[src/rtl/exc_pkg.sv]
package exc_pkg;
  localparam int DATA_W = 32;

  typedef enum logic [1:0] {
    SEL_EPC   = 2'd0,
    SEL_CAUSE = 2'd1,
    SEL_EI    = 2'd2,
    SEL_NONE  = 2'd3
  } csr_sel_e;
endpackage

[src/rtl/exc_rst_sync.sv]
module exc_rst_sync #(
  parameter int STAGES = 2
) (
  input  logic clk,
  input  logic rst_an,
  output logic rst_sn
);
  logic [STAGES-1:0] sync_q;

  always_ff @(posedge clk or negedge rst_an) begin
    if (!rst_an) sync_q <= '0;
    else         sync_q <= {sync_q[STAGES-2:0], 1'b1};
  end

  assign rst_sn = sync_q[STAGES-1];
endmodule

[src/rtl/exc_cause_reg.sv]
module exc_cause_reg #(
  parameter int CAUSE_N = 8,
  localparam int CODE_W = (CAUSE_N > 1) ? $clog2(CAUSE_N) : 1
) (
  input  logic               clk,
  input  logic               rst_n,
  input  logic               take,
  input  logic [CODE_W-1:0]  code,
  input  logic               wr_en,
  input  logic [CAUSE_N-1:0] wr_val,
  output logic [CAUSE_N-1:0] cause
);
  logic [CAUSE_N-1:0] cause_q, cause_d, src_dec;
  logic               cause_en;

  always_comb begin
    for (int i = 0; i < CAUSE_N; i++) src_dec[i] = (code == CODE_W'(i));
  end

  always_comb begin
    cause_en = take | wr_en;
    cause_d  = cause_q;
    if (take)       cause_d = cause_q | src_dec;
    else if (wr_en) cause_d = wr_val;
  end

  always_ff @(posedge clk or negedge rst_n) begin
    if (!rst_n)        cause_q <= '0;
    else if (cause_en) cause_q <= cause_d;
  end

  assign cause = cause_q;


  sticky_src_chk: assert property (@(posedge clk) disable iff (!rst_n)
    take |=> (((cause_q & $past(cause_q)) == $past(cause_q)) && (cause_q[$past(code)] == 1'b1)));


  hold_idle_chk: assert property (@(posedge clk) disable iff (!rst_n)
    (!take && !wr_en) |=> $stable(cause_q));
endmodule

[src/rtl/exc_state_regs.sv]
module exc_state_regs
  import exc_pkg::*;
(
  input  logic              clk,
  input  logic              rst_n,
  input  logic              take,
  input  logic [DATA_W-1:0] cur_pc,
  input  logic              ret,
  input  logic              wr_epc,
  input  logic              wr_ei,
  input  logic [DATA_W-1:0] wr_val,
  output logic [DATA_W-1:0] epc,
  output logic              ei
);
  logic [DATA_W-1:0] epc_q, epc_d;
  logic              ei_q, ei_d;
  logic              epc_en, ei_en;

  always_comb begin
    epc_en = take | wr_epc;
    epc_d  = take ? cur_pc : wr_val;
  end

  always_comb begin
    ei_en = take | ret | wr_ei;
    if (take)     ei_d = 1'b0;
    else if (ret) ei_d = 1'b1;
    else          ei_d = wr_val[0];
  end

  always_ff @(posedge clk or negedge rst_n) begin
    if (!rst_n)      epc_q <= '0;
    else if (epc_en) epc_q <= epc_d;
  end

  always_ff @(posedge clk or negedge rst_n) begin
    if (!rst_n)     ei_q <= 1'b0;
    else if (ei_en) ei_q <= ei_d;
  end

  assign epc = epc_q;
  assign ei  = ei_q;


  entry_save_chk: assert property (@(posedge clk) disable iff (!rst_n)
    take |=> (epc_q == $past(cur_pc)) && !ei_q);


  ret_enable_chk: assert property (@(posedge clk) disable iff (!rst_n)
    (ret && !take) |=> ei_q);
endmodule

[src/rtl/exc_read_mux.sv]
module exc_read_mux
  import exc_pkg::*;
#(
  parameter int CAUSE_N = 8
) (
  input  logic [1:0]         sel,
  input  logic [DATA_W-1:0]  epc,
  input  logic [CAUSE_N-1:0] cause,
  input  logic               ei,
  output logic [DATA_W-1:0]  rd
);
  logic [DATA_W-1:0] cause_ext, ei_ext;

  generate
    if (CAUSE_N < DATA_W) begin : g_pad
      assign cause_ext = {{(DATA_W-CAUSE_N){1'b0}}, cause};
    end else begin : g_full
      assign cause_ext = cause[DATA_W-1:0];
    end
  endgenerate

  assign ei_ext = {{(DATA_W-1){1'b0}}, ei};

  always_comb begin
    unique case (csr_sel_e'(sel))
      SEL_EPC:   rd = epc;
      SEL_CAUSE: rd = cause_ext;
      SEL_EI:    rd = ei_ext;
      default:   rd = '0;
    endcase
  end
endmodule

[src/rtl/exc_ctrl_unit.sv]
module exc_ctrl_unit
  import exc_pkg::*;
#(
  parameter int          CAUSE_N = 8,
  parameter logic [31:0] VECTOR  = 32'h0000_8000,
  localparam int CODE_W = (CAUSE_N > 1) ? $clog2(CAUSE_N) : 1
) (
  input  logic              clk,
  input  logic              rst_n,
  input  logic [31:0]       cur_pc,
  input  logic              exc_take,
  input  logic [CODE_W-1:0] exc_code,
  input  logic              irq_req,
  input  logic              fetch,
  input  logic              mt_en,
  input  logic [1:0]        csr_sel,
  input  logic [31:0]       wr_data,
  input  logic              rti,
  output logic [31:0]       rd_data,
  output logic [31:0]       pc_next,
  output logic              pc_load,
  output logic              irq_pending
);
  logic               rst_s_n;
  logic [DATA_W-1:0]  epc;
  logic [CAUSE_N-1:0] cause;
  logic               ei;
  logic               wr_epc, wr_cause, wr_ei, ret_ok;

  exc_rst_sync #(.STAGES(2)) u_rst (
    .clk(clk), .rst_an(rst_n), .rst_sn(rst_s_n)
  );

  // Exception entry has priority over software writes and return.
  always_comb begin
    wr_epc   = mt_en && !exc_take && (csr_sel == SEL_EPC);
    wr_cause = mt_en && !exc_take && (csr_sel == SEL_CAUSE);
    wr_ei    = mt_en && !exc_take && (csr_sel == SEL_EI);
    ret_ok   = rti && !exc_take;
  end

  exc_cause_reg #(.CAUSE_N(CAUSE_N)) u_cause (
    .clk(clk), .rst_n(rst_s_n), .take(exc_take), .code(exc_code),
    .wr_en(wr_cause), .wr_val(wr_data[CAUSE_N-1:0]), .cause(cause)
  );

  exc_state_regs u_state (
    .clk(clk), .rst_n(rst_s_n), .take(exc_take), .cur_pc(cur_pc),
    .ret(ret_ok), .wr_epc(wr_epc), .wr_ei(wr_ei), .wr_val(wr_data),
    .epc(epc), .ei(ei)
  );

  exc_read_mux #(.CAUSE_N(CAUSE_N)) u_rd (
    .sel(csr_sel), .epc(epc), .cause(cause), .ei(ei), .rd(rd_data)
  );

  always_comb begin
    pc_load = exc_take | rti;
    pc_next = exc_take ? VECTOR : epc;
  end

  assign irq_pending = irq_req & fetch & ei;


  irq_mask_chk: assert property (@(posedge clk) disable iff (!rst_s_n)
    irq_pending |-> (ei && fetch && irq_req));


  exc_priority_chk: assert property (@(posedge clk) disable iff (!rst_s_n)
    (exc_take && rti) |=> !ei);


  reset_quiet_chk: assert property (@(posedge clk)
    !rst_s_n |-> (epc == '0) && (cause == '0) && !ei);
endmodule

[config.mk]
export PLATFORM = sky130hd
export DESIGN_NAME = exc_ctrl_unit
export DESIGN_NICKNAME = d
export VERILOG_FILES = /design/src/rtl/exc_pkg.sv /design/src/rtl/exc_rst_sync.sv /design/src/rtl/exc_cause_reg.sv /design/src/rtl/exc_state_regs.sv /design/src/rtl/exc_read_mux.sv /design/src/rtl/exc_ctrl_unit.sv
export SDC_FILE = /design/constraint.sdc
export NUM_CORES = 1
export LEC_CHECK = 0
export CORE_UTILIZATION = 41
export DETAILED_ROUTE_END_ITERATION = 12
export PLACE_DENSITY = 0.86
export SYNTH_ARGS = -nofsm -noshare
export SYNTH_HDL_FRONTEND = slang
export SYNTH_SLANG_ARGS = --single-unit
[constraint.sdc]
create_clock -name clk -period 3.94 [get_ports clk]
set_input_delay 1.182 -clock clk [delete_from_list [all_inputs] [get_ports clk]]
set_output_delay 1.182 -clock clk [all_outputs]
set_load 0.02 [all_outputs]
==> metrics.md, run 1 <==
| Metric | Value |
|---|---|
| Tot GR Track Use | 0.237 |
| CP Capture Type | output port |
| Initial antenna violation count | 0 |
| Core ar. | 5640 um2 |
| RePlAce Congestion | 0.790 |
| Worst path arrival time | 2.68 ns |
| Via density | 5.34 |
| Largest family of logic cells by synthesized area | simple AND/OR/NAND/NOR gates |
| Die Span Y | 79.5 um |
| Clock Sinks | 43 |
| Top cells by area, synth | dfrtp_1, a221o_1, nor3b_1 |
| Clock transition at path regs | 0.08 ns |
| Skew final | 0.00461 ns |
| Final setup violation count | 0 |
| Highest-count cells in the layout ignoring fill and taps | clkdlybuf4s50_1, dfrtp_1, nor2b_1 |
| Final HPWL DP | 5050 um |
| Layout cell share with drive strength beyond 1 | 0.0635 |
| CP Launch Type | primary input |
| Pins Over Slew Limit | 0 |
| Final count of hold timing violations | 0 |
| Longest Clk Path Bufs | 2 |
| Sw Pwr | 357 uW |
| Reg area | 1080 um2 |
| Commonest non-fill, non-tap cell in the layout | clkdlybuf4s50_1 |
| Antenna fix cells | 0 |
| Routed WL | 7220 um |
| VDD IR-drop max | 186 uV |
| Register area share after synthesis | 0.437 |
| Layout overhead on the synthesized area | 66.6% |
| Reg2reg path depth | 0 |
| Setup bufs post-CTS | 0 |
| GRT overflow | 0 |
| Synth async-reset ratio | 1.00 |
| H-tree levels | 2 |
| Power density cells | 306 nW/um2 |
| Fmax achieved | 0.259 GHz |
| Post-synthesis mux area share | 0.0325 |
| R2r setup slk | 2.97 ns |
| RSZ-0062 raised after global routing | false |
| Yosys top cell area share | 0.437 |
| Drt first-iter violations | 107 |
| Starting Density | 0.437 |
| RR Startpoint | u_rst.sync_q[1]$_DFF_PN0_ |
| Hold-critical path depth | 0 |
| Syn_nets | 319 |
| Pint | 898 uW |
| Final period utilization | 0.980 |
| Post-layout util | 0.728 |
| Syn avg cell area | 10.1 um2 |
| Worst Setup Path Type | in -> out |
| Synth warn | 0 |
| Met2 usage | 0.402 |
| Die area | 6320 um2 |
| Sw Share | 0.284 |
| Power share of the sequential group | 0.419 |
| Post-synthesis xor/xnor area fraction | 0 |
| Die width | 79.5 um |
| Status | completed |
| Drt pass-1 iters | 5 |
| Clock Power Share | 0.276 |
| Flops & latches, synth | 43 |
| Synthesized area | 2460 um2 |
| Crit path max fanout | 13 |
| Largest net degree at the start of global routing | 53 |
| Largest area contributor in the netlist | dfrtp_1 |
| Hold_sp | u_rst.sync_q[0]$_DFF_PN0_ |
| Io pins | 142 |
| Commonest register cell after synthesis | dfrtp_1 |
| Reg-to-reg endpoint | u_state.epc[12]$_DFFE_PN0P_ |
| Slew @ Worst Pin | 0.904 ns |
| CTS tree | yes |
| # Max-Cap Violations | 0 |
| Adder and majority cell fraction of the synthesized area | 0 |
| Number of fill cells | 429 |
| Detail Route Antenna Nets | 0 |
| Root buffer cell | clkbuf_8 |
| # DRC | 0 |
| Hold Path Class | reg -> reg |
| Met1 Usage GRT | 0.290 |
| Routed len/inst | 16.0 um |
| Vias in the first global route | 2422 |
| Clock network latency to the later pin of the worst-skew pair | 0.29 ns |
| Via count | 2403 |
| Std cell rows | 27 |
| Num CTS Buffers | 5 |
| Port-buffer cells | 141 |
| Tmin final | 3.86 ns |
| Cells after synthesis | 243 |
| Logic pwr share | 0.305 |
| Post-synth EDFFs | 0 |
| Post-synth cell types | 25 |
| Gr busiest metal | met2 |
| Worst path required time | 2.76 ns |
| Multi-input gate area | 1250 um2 |
| Pleak | 0.00201 uW |
| Hold Path Sink | u_rst.sync_q[1]$_DFF_PN0_ |
| Nets | 453 |
| Tot Pwr | 1260 uW |
| Compound-cell area share of the yosys netlist | 0.172 |
| Met3 usage in global routing | 0.0606 |
| Slew headroom | 0.397 |
| Simple-Gate Fraction of Synth Area | 0.300 |
| First-pass GRT wire length | 11600 um |
## area by class of cell
type	instances	area share
timing repair buffer	150	0.384
multi-input combinational	177	0.304
sequential	43	0.262
tap	72	0.0219
clock buffer	5	0.0168
clock inverter	3	0.0107
## worst max path at each step
stage,startpoint,endpoint,slack (ns),cells after the start
6_report,csr_sel[0],rd_data[6],0.08,5
5_1_grt,csr_sel[0],rd_data[5],0.02,5
4_1_cts,csr_sel[1],rd_data[29],0.0005,5
3_5_place_dp,csr_sel[1],rd_data[29],-0.03,5
3_3_place_gp,csr_sel[1],rd_data[29],-0.03,5
2_1_floorplan,csr_sel[1],rd_data[0],0.88,3
## metal layers
layer | wire, um | vias up
li1 | - | 1151
met1 | 2950 | 1134
met2 | 3570 | 109
met3 | 593 | 9
met4 | 102 | 0
met5 | 0 | -
## synthesized netlist by cell type (2+ instances only)
| library cell | n |
|---|---|
| dfrtp_1 | 43 |
| nor2b_1 | 36 |
| a221o_1 | 32 |
| nor3b_1 | 32 |
| and2_1 | 24 |
| clkbuf_1 | 13 |
| nor2_1 | 10 |
| nand2_1 | 9 |
| mux2i_1 | 8 |
| buf_6 | 7 |
| o21ai_0 | 7 |
| a21oi_1 | 4 |
| a31oi_1 | 4 |
| buf_2 | 2 |
| or2_2 | 2 |
## critical path, cell delays in order
cell	delay, ns
clkdlybuf4s50_1	0.52
buf_6	0.19
mux2i_1	0.09
nor2_1	0.09
clkdlybuf4s50_1	0.61
## power groups by stage
stage | logic [uW] | clock network, uW | registers [uW]
6_report | 383 | 346 | 526
3_3_place_gp | 380 | 0 | 535
2_1_floorplan | 197 | 0 | 523
4_1_cts | 388 | 357 | 528
5_1_grt | 411 | 376 | 536
3_5_place_dp | 387 | 0 | 535
## sequential cells by signal, indices dropped and copies added (netlist names)
name           cells
u_cause.cause      8
u_rst.sync_q       2
u_state.ei         1
u_state.epc       32
## repair_timing
item / CTS / global route
resized for setup: 4 / 27
hold buffers: 0 / 0
endpoints found under the hold margin: 0 / 0
pin swaps: 0 / 0
setup endpoints to repair: 25 / 27
## kinds of logic (layout without fill, tap and decap cells)
family                 Yosys count  in the layout
other                            1              1
buffers and inverters           23            158
DFF                             43             43
and+or+nand+nor                118            118
AOI/OAI and AO/OA               50             50
muxes                            8              8
## stage by stage
step	std cells	TNS (ns)	setup slack, ns	cell area [um2]	hold WS, ns
after floorplan	243	0	0.881	2460	0.331
after global placement	442	-0.165	-0.0300	3930	0.339
after detailed placement	442	-0.113	-0.0266	3930	0.340
after CTS	450	0	0.000450	4040	0.369
after global routing	450	0	0.0221	4110	0.382
final	450	0	0.0778	4110	0.368
Power figures use the tool's default switching activity.
==> inputs of run 2 (changes only) <==
Settings changed: CTS_CLUSTER_DIAMETER set to 50.
==> results of run 2 <==
Final layout, timing and power as in run 1 (identical DEF).
==> inputs of run 3 (changes only) <==
Settings changed: ABC_AREA set to 1, CORE_UTILIZATION 41 to 42.
==> run 3 against run 2 <==
  * Critical path depth is 1 higher
  * Largest cell class unchanged
  * Highest routed layer unchanged
  * Critical endpoint unchanged
  * Design area hardly changed
  * Die area is 2.0% higher
==> metrics.md, run 3 <==
| Metric | Value |
|---|---|
| Status | completed |
| Num CTS Buffers | 5 (unchanged) |
| Commonest non-fill, non-tap cell in the layout | nand2_1 |
| Slew @ Worst Pin | 0.862 ns (-0.0420 ns) |
| Root buffer cell | clkbuf_8 |
| CP Launch Type | primary input |
| Pins Over Slew Limit | 0 (unchanged) |
| Post-synth cell types | 22 (-12%) |
| First-pass GRT wire length | 11700 um (+0.95%) |
| Die width | 80.3 um (+1.0%) |
| Hold Path Class | reg -> reg |
| Synth warn | 0 (unchanged) |
| RePlAce Congestion | 0.885 (+12%) |
| # Max-Cap Violations | 0 (unchanged) |
| Starting Density | 0.435 (-0.00156) |
| Register area share after synthesis | 0.418 (-0.0191) |
| Vias in the first global route | 2723 (+12%) |
| Post-synth EDFFs | 0 (unchanged) |
| Detail Route Antenna Nets | 0 (unchanged) |
| H-tree levels | 2 (unchanged) |
| Worst Setup Path Type | in -> out |
| Die Span Y | 80.3 um (+1.0%) |
| Routed len/inst | 12.3 um (-23%) |
| Commonest register cell after synthesis | dfrtp_1 |
| Io pins | 142 (unchanged) |
| RSZ-0062 raised after global routing | false |
| Std cell rows | 28 (+3.7%) |
| Most common library cells after synthesis | nand2_1, nor2_1, inv_1, dfrtp_1 |
| Synth async-reset ratio | 1.00 (unchanged) |
| Flops & latches, synth | 43 (unchanged) |
| Longest Clk Path Bufs | 2 (unchanged) |
| Initial antenna violation count | 0 (unchanged) |
| CP dominant cell by count | inv_1 |
| Layout cell share with drive strength beyond 1 | 0.0583 (-0.00522) |
| Fmax achieved | 0.262 GHz (+1.4%) |
| Port-buffer cells | 141 (unchanged) |
| Core ar. | 5920 um2 (+4.9%) |
| # DRC | 0 (unchanged) |
| VDD IR-drop max | 182 uV (-1.9%) |
| Post-layout util | 0.693 (-0.0347) |
| Worst path cell trace | clkdlybuf4s50_1 -> inv_1 -> nor2_1 -> inv_1 -> o22ai_1 -> dlygate4sd2_1 |
| GRT overflow | 0 (unchanged) |
| Syn avg cell area | 6.56 um2 (-35%) |
| Yosys top cell area share | 0.418 (-0.0191) |
| Drt first-iter violations | 96 (-10%) |
| Cells after synthesis | 393 (+62%) |
| Highest-count cells in the layout ignoring fill and taps | nand2_1, clkdlybuf4s50_1, nor2_1 |
| CP bufs+invs | 4 (+1) |
| Largest area contributor in the netlist | dfrtp_1 |
| CP top delay family | buffers and inverters |
| Top-count cell post-synth | nand2_1 |
| Nets | 607 (+34%) |
| Crit path max fanout | 6 (-7) |
| Slew headroom | 0.425 (+0.0280) |
| Synthesized area | 2580 um2 (+4.6%) |
| Hold-fix buffers at CTS | 0 (unchanged) |
| Pleak | 0.00215 uW (+7.2%) |
| Tmin final | 3.81 ns (-0.0519 ns) |
| Routed WL | 7480 um (+3.6%) |
| Final HPWL DP | 5570 um (+10%) |
| Syn_nets | 469 (+47%) |
| Die area | 6450 um2 (+2.0%) |
| Via density | 4.81 (-10%) |
| Final count of hold timing violations | 0 (unchanged) |
| Worst path slowest cell | clkdlybuf4s50_1 |
| Layout overhead on the synthesized area | 59.3% |
| Tot GR Track Use | 0.233 (-0.00371) |
| Power density cells | 291 nW/um2 (-4.8%) |
| CTS tree | yes |
| CP peak stage delay | 0.55 ns (-0.06 ns) |
| Largest register FFs | 32 (unchanged) |
| Antenna fix cells | 0 (unchanged) |
| Via count | 2917 (+21%) |
| Final setup violation count | 0 (unchanged) |
| Hold Worst Slack | 0.363 ns (-0.00510 ns) |
| Clock transition at path regs | 0.08 ns (about the same) |
| Top cells by area, synth | dfrtp_1, nand2_1, nor2_1 |
| Clock network latency to the later pin of the worst-skew pair | 0.28 ns (about the same) |
| Worst path arrival time | 2.63 ns (-0.05 ns) |
| CP Capture Type | output port |
| Skew final | 0.00837 ns (+0.00376 ns) |
| Worst path required time | 2.76 ns (about the same) |
| Clock Sinks | 43 (unchanged) |
| Final period utilization | 0.967 (-0.0132) |
| Largest net degree at the start of global routing | 59 (+11%) |
| Drt pass-1 iters | 4 (-1) |
-- run 3: what timing repair did --
item                                    in CTS  in global routing
buffers inserted                             0                  0
hold endpoints to repair                     0                  0
endpoints found under the setup margin      32                  0
gates resized for setup                     32                  0
-- run 3: layer usage --
metal | up-vias | routed length (um) | global-route usage
met1 | 1326 | 3130 | 0.260
met4 | 0 | 177 | 0.0857
met2 | 113 | 3710 | 0.438
li1 | 1464 | - | -
met5 | - | 0 | 0
met3 | 14 | 459 | 0.0409
-- run 3: area by class of cell --
| cell class | instances | area [um2] |
|---|---|---|
| Fill cell | 530 | 1820 |
| Timing Repair Buffer | 151 | 1470 |
| Multi-Input combinational cell | 280 | 1190 |
| Sequential cell | 43 | 1080 |
| Inverter | 50 | 188 |
| Tap cell | 75 | 93.8 |
| Clock buffer | 5 | 68.8 |
| Clock inverter | 3 | 15.0 |
-- run 3: power breakdown --
group | switching [uW] | internal [uW]
sequential | 21.3 | 489
combinational | 225 | 193
clock | 146 | 121
total | 391 | 803
-- run 3: worst paths after layout --
| check | cells after the start | slack [ns] | from | to |
|---|---|---|---|---|
| hold reg to reg | 0 | 0.36 | u_rst.sync_q[0]$_DFF_PN0_ | u_rst.sync_q[1]$_DFF_PN0_ |
| setup reg to reg | 0 | 3.01 | u_rst.sync_q[1]$_DFF_PN0_ | u_state.epc[19]$_DFFE_PN0P_ |
| max in group asynchronous | 1 | 2.77 | rst_n | u_rst.sync_q[1]$_DFF_PN0_ |
| hold / removal | 0 | 0.36 | u_rst.sync_q[0]$_DFF_PN0_ | u_rst.sync_q[1]$_DFF_PN0_ |
| min in group asynchronous | 0 | 0.39 | u_rst.sync_q[1]$_DFF_PN0_ | u_state.epc[2]$_DFFE_PN0P_ |
| setup / recovery | 6 | 0.13 | csr_sel[0] | rd_data[6] |
-- run 3: stage by stage --
step	worst slack, ns	total power [uW]	TNS [ns]	instances	area [um2]
6_report	0.130	1190	0	607	4100
5_1_grt	0.0337	1270	0	607	4100
4_1_cts	0.131	1210	0	607	4100
3_5_place_dp	-0.147	953	-1.88	599	4060
3_3_place_gp	-0.0671	942	-0.732	599	4060
2_1_floorplan	0.810	739	0	393	2580
-- run 3: cell families after synthesis --
group,after synthesis,synth area share
flops,43,0.418
buf+inv,70,0.119
compound gates,48,0.108
other cells,1,0.00146
simple gates,231,0.354
